**src/rtl/rpm_pkg.sv**
```systemverilog
package rpm_pkg;
  localparam int PCON_W = 8;
  localparam int BIT_IDLE = 0;
  localparam int BIT_DOWN = 1;
  localparam logic [PCON_W-1:0] PCON_IMPL = 8'h8F;
  localparam logic [PCON_W-1:0] PCON_RST  = 8'h00;

  typedef enum logic [1:0] {
    MODE_RUN  = 2'd0,
    MODE_IDLE = 2'd1,
    MODE_DOWN = 2'd2
  } pmode_e;

  typedef struct packed {
    logic cpu_en;
    logic per_en;
    logic osc_en;
    logic hold_en;
    logic hold_lvl;
  } clkctl_t;
endpackage

```
**src/rtl/rpm_rst_sampler.sv**
```systemverilog
module rpm_rst_sampler #(
  parameter int OSC_PER_MC  = 12,
  parameter int SAMPLE_PH   = 5,
  parameter int REQ_SAMPLES = 2,
  parameter int SYNC_STAGES = 2
) (
  input  logic clk,
  input  logic rst_n,
  input  logic pin_i,
  input  logic run_i,
  output logic core_rst_o,
  output logic load_o
);
  localparam int PH_W  = (OSC_PER_MC > 1) ? $clog2(OSC_PER_MC) : 1;
  localparam int CNT_W = $clog2(REQ_SAMPLES + 1);
  localparam logic [PH_W-1:0]  PH_LAST = PH_W'(OSC_PER_MC - 1);
  localparam logic [PH_W-1:0]  PH_SAMP = PH_W'(SAMPLE_PH);
  localparam logic [CNT_W-1:0] CNT_MAX = CNT_W'(REQ_SAMPLES);

  logic [SYNC_STAGES-1:0] sync_q, sync_d;
  logic [PH_W-1:0]        ph_q, ph_d;
  logic [CNT_W-1:0]       cnt_q, cnt_d;
  logic                   rst_q, rst_d;
  logic                   load_q, load_d;
  logic                   pin_s, adv, samp;

  generate
    if (SYNC_STAGES > 1) begin : g_chain
      assign sync_d = {sync_q[SYNC_STAGES-2:0], pin_i};
    end else begin : g_single
      assign sync_d = pin_i;
    end
  endgenerate

  assign pin_s = sync_q[SYNC_STAGES-1];
  assign adv   = run_i | pin_s;
  assign samp  = adv & (ph_q == PH_SAMP);

  always_comb begin
    ph_d   = ph_q;
    cnt_d  = cnt_q;
    rst_d  = rst_q;
    load_d = 1'b0;
    if (adv) begin
      ph_d = (ph_q == PH_LAST) ? '0 : ph_q + 1'b1;
    end
    if (samp) begin
      if (pin_s) begin
        if (cnt_q != CNT_MAX) begin
          cnt_d = cnt_q + 1'b1;
        end
        if (cnt_d == CNT_MAX) begin
          rst_d  = 1'b1;
          load_d = ~rst_q;
        end
      end else begin
        cnt_d = '0;
        rst_d = 1'b0;
      end
    end
  end

  always_ff @(posedge clk or negedge rst_n) begin
    if (!rst_n) begin
      sync_q <= '0;
      ph_q   <= '0;
      cnt_q  <= '0;
      rst_q  <= 1'b0;
      load_q <= 1'b0;
    end else begin
      sync_q <= sync_d;
      ph_q   <= ph_d;
      cnt_q  <= cnt_d;
      rst_q  <= rst_d;
      load_q <= load_d;
    end
  end

  assign core_rst_o = rst_q;
  assign load_o     = load_q;
endmodule

```
**src/rtl/rpm_pcon_reg.sv**
```systemverilog
module rpm_pcon_reg
  import rpm_pkg::*;
(
  input  logic              clk,
  input  logic              rst_n,
  input  logic              core_rst_i,
  input  logic              we_i,
  input  logic              wr_ok_i,
  input  logic [PCON_W-1:0] wdata_i,
  input  logic              wake_i,
  output logic [PCON_W-1:0] pcon_o
);
  logic [PCON_W-1:0] pcon_q, pcon_d;

  always_comb begin
    pcon_d = pcon_q;
    if (core_rst_i) begin
      pcon_d = PCON_RST;
    end else if (we_i && wr_ok_i) begin
      pcon_d = wdata_i & PCON_IMPL;
    end else if (wake_i && pcon_q[BIT_IDLE] && !pcon_q[BIT_DOWN]) begin
      pcon_d[BIT_IDLE] = 1'b0;
    end
  end

  always_ff @(posedge clk or negedge rst_n) begin
    if (!rst_n) begin
      pcon_q <= PCON_RST;
    end else begin
      pcon_q <= pcon_d;
    end
  end

  assign pcon_o = pcon_q;
endmodule

```
**src/rtl/rpm_mode_dec.sv**
```systemverilog
module rpm_mode_dec
  import rpm_pkg::*;
(
  input  logic [PCON_W-1:0] pcon_i,
  input  logic              pin_i,
  output pmode_e            mode_o,
  output clkctl_t           ctl_o
);
  always_comb begin
    if (pcon_i[BIT_DOWN]) begin
      mode_o = MODE_DOWN;
    end else if (pcon_i[BIT_IDLE]) begin
      mode_o = MODE_IDLE;
    end else begin
      mode_o = MODE_RUN;
    end
  end

  always_comb begin
    ctl_o = '{cpu_en: 1'b1, per_en: 1'b1, osc_en: 1'b1,
              hold_en: 1'b0, hold_lvl: 1'b0};
    unique case (mode_o)
      MODE_IDLE: begin
        ctl_o.cpu_en   = 1'b0;
        ctl_o.hold_en  = 1'b1;
        ctl_o.hold_lvl = 1'b1;
      end
      MODE_DOWN: begin
        ctl_o.cpu_en   = 1'b0;
        ctl_o.per_en   = 1'b0;
        ctl_o.osc_en   = pin_i;
        ctl_o.hold_en  = 1'b1;
        ctl_o.hold_lvl = 1'b0;
      end
      default: ;
    endcase
  end
endmodule

```
**src/rtl/rpm_ctrl.sv**
```systemverilog
module rpm_ctrl
  import rpm_pkg::*;
#(
  parameter int OSC_PER_MC  = 12,
  parameter int SAMPLE_PH   = 5,
  parameter int REQ_SAMPLES = 2
) (
  input  logic       clk,
  input  logic       rst_n,
  input  logic       rst_pin,
  input  logic       pcon_we,
  input  logic [7:0] pcon_wdata,
  input  logic       int_pend,
  output logic [7:0] pcon_rdata,
  output logic       core_rst,
  output logic       sfr_load,
  output logic       cpu_clk_en,
  output logic       periph_clk_en,
  output logic       osc_run_en,
  output logic       strobe_hold_en,
  output logic       strobe_hold_lvl
);
  pmode_e            mode;
  clkctl_t           ctl;
  logic [PCON_W-1:0] pcon;
  logic              rst_int, load_int, wr_ok;

  rpm_rst_sampler #(
    .OSC_PER_MC (OSC_PER_MC),
    .SAMPLE_PH  (SAMPLE_PH),
    .REQ_SAMPLES(REQ_SAMPLES),
    .SYNC_STAGES(2)
  ) i_samp (
    .clk       (clk),
    .rst_n     (rst_n),
    .pin_i     (rst_pin),
    .run_i     (mode != MODE_DOWN),
    .core_rst_o(rst_int),
    .load_o    (load_int)
  );

  assign wr_ok = (mode == MODE_RUN) && !rst_int;

  rpm_pcon_reg i_pcon (
    .clk       (clk),
    .rst_n     (rst_n),
    .core_rst_i(rst_int),
    .we_i      (pcon_we),
    .wr_ok_i   (wr_ok),
    .wdata_i   (pcon_wdata),
    .wake_i    (int_pend),
    .pcon_o    (pcon)
  );

  rpm_mode_dec i_dec (
    .pcon_i(pcon),
    .pin_i (rst_pin),
    .mode_o(mode),
    .ctl_o (ctl)
  );

  assign pcon_rdata      = pcon;
  assign core_rst        = rst_int;
  assign sfr_load        = load_int;
  assign cpu_clk_en      = ctl.cpu_en;
  assign periph_clk_en   = ctl.per_en;
  assign osc_run_en      = ctl.osc_en;
  assign strobe_hold_en  = ctl.hold_en;
  assign strobe_hold_lvl = ctl.hold_lvl;
endmodule

```
**config.mk**
```make
export PLATFORM = sky130hd
export DESIGN_NAME = rpm_ctrl
export DESIGN_NICKNAME = d
export VERILOG_FILES = /design/src/rtl/rpm_pkg.sv /design/src/rtl/rpm_rst_sampler.sv /design/src/rtl/rpm_pcon_reg.sv /design/src/rtl/rpm_mode_dec.sv /design/src/rtl/rpm_ctrl.sv
export SDC_FILE = /design/constraint.sdc
export NUM_CORES = 1
export LEC_CHECK = 0
export ABC_AREA = 1
export BUFFER_PORTS_ARGS = -buffer_cell sky130_fd_sc_hd__buf_2
export CAP_MARGIN = 20
export CORE_AREA = 2 2 43 45
export DETAILED_ROUTE_END_ITERATION = 16
export DIE_AREA = 0 0 45 47
export GPL_TIMING_DRIVEN = 0
export PLACE_DENSITY_LB_ADDON = 0.08
export SLEW_MARGIN = 20
export SYNTH_ARGS = -nofsm -noshare
export SYNTH_HDL_FRONTEND = slang
export SYNTH_SLANG_ARGS = --single-unit
```
**constraint.sdc**
```tcl
create_clock -name clk -period 2.2 [get_ports clk]
set_input_delay 0.22 -clock clk [delete_from_list [all_inputs] [get_ports clk]]
set_output_delay 0.22 -clock clk [all_outputs]
set_load 0.005 [all_outputs]
```
==> flow_metrics.tcl <==
set metrics [dict create \
    outcome "complete, no violations" \
    seq_power_share_pct 43.8 \
    reg2reg_to "i_samp.core_rst_o" \
    fin_nets 131 \
    placement_rows 15 \
    grtUsageTotal_pct 15.6 \
    reg2reg_from "i_samp.cnt_q[0]" \
    clock_path_buffers 2 \
    final_common_cell "buf_2" \
    synthesis.area_um2 747 \
    crit_type "flip-flop to output pin" \
    vias_per_cell 4.66 \
    grt_max_degree 16 \
    met2_length_um 651 \
    portBuffers 21 \
    critPathRequiredTime_ns 1.98 \
    maxCapViolations 0 \
    p_per_area_nw_per_um2 1230 \
    min_path_type "input port to flip-flop" \
    clock.fmax_mhz 662 \
    wl_met3_um 44 \
    dp_slack_ns 1.00 \
    dr.pass1.iters 4 \
    grt_pass1_wl_mm 2.22 \
    p_leak_uw 0.000526 \
    setup_viol 0 \
    cts.htree.levels 1 \
    seq_area_frac_synth_pct 50.3 \
    core_area_um2 1650 \
    grt_pass1_vias 564 \
    slew_viol_final 0 \
    area_delta_synth_final_pct 22.9 \
    p_comb_share_pct 41.8 \
    holdWs_ns 0.0430 \
    hp-start "rst_pin" \
    die_y_um 47 \
    clkLatencyLatePin_ns 0.29 \
    worst_slack_ns 0.690 \
    switching_share_pct 41.2 \
    endpoint_kind "output pin" \
    wl_per_cell_um 10.1 \
    cts_resized 0 \
    syn_avg_cell_area_um2 8.69 \
    crit_path_max_fanout 5 \
    diodes 0 \
    rrSetupSlack_ns 0.97 \
    final_layout_size_suffix_gt1_share_pct 32.5 \
    switchingPower_uw 465 \
    overflow 0 \
    cp.arrival_ns 1.29 \
    cts_buffers 3 \
    ys_seq_elements 15 \
    rsz0062_at_grt "no" \
    drc 0 \
    synth_warnings 0 \
    num_io_pins 28 \
    layout_min_cycle_time_ns 1.51 \
    pwr-share-clk_pct 14.4 \
    gp_congestion 0.743 \
    post_synth_num_cell_types 18 \
    antenna_found_initial 0 \
    intPower_uw 665 \
    yosys.area.top_type "dfrtp_1" \
    holdPathEnd "i_samp.sync_q[0]" \
    crit_path_start_kind "flip-flop" \
    cts.sinks 15 \
    synthTopCellsByArea "dfrtp_1 (50%), nand3_1 (8.0%), inv_1 (8.0%)" \
    finalSetupTns_ns 0 \
    num_vias 610 \
    ant_nets 0 \
    root_buffer "clkbuf_4" \
    die_x_um 45 \
    route.top_layer_used "met4" \
    synth_cells 86 \
    timing.final.crit_share_pct 68.6 \
    clk_pin_slew_worst_paths_ns 0.09 \
    drt-total-wl_mm 1.33 \
    mostFrequentLayoutCells "buf_2 (21), inv_1 (16), nand2_1 (15), dfrtp_1 (15), nand3_1 (12)" \
    cts_tree "done" \
    r2r_cells 6 \
    hold_viol_final 0 \
    final_cells 131 \
    synth_top_area_share_pct 50.3 \
    place_inst 126 \
    drt_iter0_drc 9 \
    vdd_drop_max_mv 0.606 \
    m1WireLength_um 594 \
    initial_core_util_pct 45.2 \
    fin_skew_ns 0.00721 \
    dieArea_um2 2120 \
    hold_depth 1 \
]
[sequential cells by signal (all words and copies together) (netlist names)]
register,count
i_samp.cnt_q,2
i_pcon.pcon_o,5
i_samp.load_o,1
i_samp.core_rst_o,1
i_samp.sync_q,2
i_samp.ph_q,4
[logic make-up (layout without fill, tap and decap cells)]
family	after synthesis	count (layout)	synth area share, %
and+or+nand+nor	37	37	25.8
buffers and inverters	21	47	12.4
DFF	15	15	50.3
AOI/OAI and AO/OA	9	9	6.03
adders and majority gates	3	3	5.03
other	1	3	0.502
[per-layer routing]
metal  vias up  global-route usage [%]
li1        318                       -
met1       275                    16.2
met2        13                    27.4
met3         4                    3.46
met4         0                    12.4
met5         -                       0
[synthesized netlist by cell type]
cell     instances
nand2_4          1
ha_1             3
nand4_1          1
inv_2            1
inv_1           16
nand3_1         12
inv_4            1
nor2_1           2
dfrtp_1         15
buf_4            3
nor2_2           1
conb_1           1
or2_2            2
nand3_2          1
nand2_1         15
a21oi_1          2
o21ai_0          7
nor2_4           2
[stage by stage]
stage               util, %  area (um^2)  total power [uW]
global placement       53.3          881               966
global route           55.6          918              1250
detailed placement     53.3          881               984
CTS                    55.6          918              1150
finish                 55.6          918              1130
floorplan                 -          754               804
[timing repair]
action	CTS	global route
hold endpoints to repair	15	0
hold buffers	1	0
setup buffers	0	0
[cell type report]
type,count,area [um^2]
multi-input combinational,52,287
tap,17,21.3
sequential,15,375
timing repair buffer,22,115
clock inverter,1,5.00
inverter,18,70.1
fill,174,733
buffer,3,22.5
clock buffer,3,22.5
[power groups by stage]
stage               clock, uW  combinational, uW  sequential, uW
finish                    163                472             495
detailed placement          0                480             504
floorplan                   0                314             490
global route              179                558             516
CTS                       171                484             498
global placement            0                468             499
[worst max-delay path by stage]
stage | cells past startpoint | from | slack [ns] | end
after floorplan | 6 | i_samp.cnt_q[0] | 1.05 | i_samp.core_rst_o
after global placement | 6 | i_samp.cnt_q[0] | 1.01 | i_samp.core_rst_o
after detailed placement | 6 | i_samp.cnt_q[0] | 1.00 | i_samp.core_rst_o
after CTS | 3 | i_pcon.pcon_o[1] | 0.68 | osc_run_en
after global routing | 3 | i_pcon.pcon_o[1] | 0.62 | osc_run_en
final | 3 | i_pcon.pcon_o[1] | 0.69 | osc_run_en
[worst max-delay path, cell delays in order (launching register included)]
cell and delay (ns):
dfrtp_1 0.52, inv_2 0.09, or2_2 0.27, buf_2 0.13
Power figures use the tool's default switching activity.
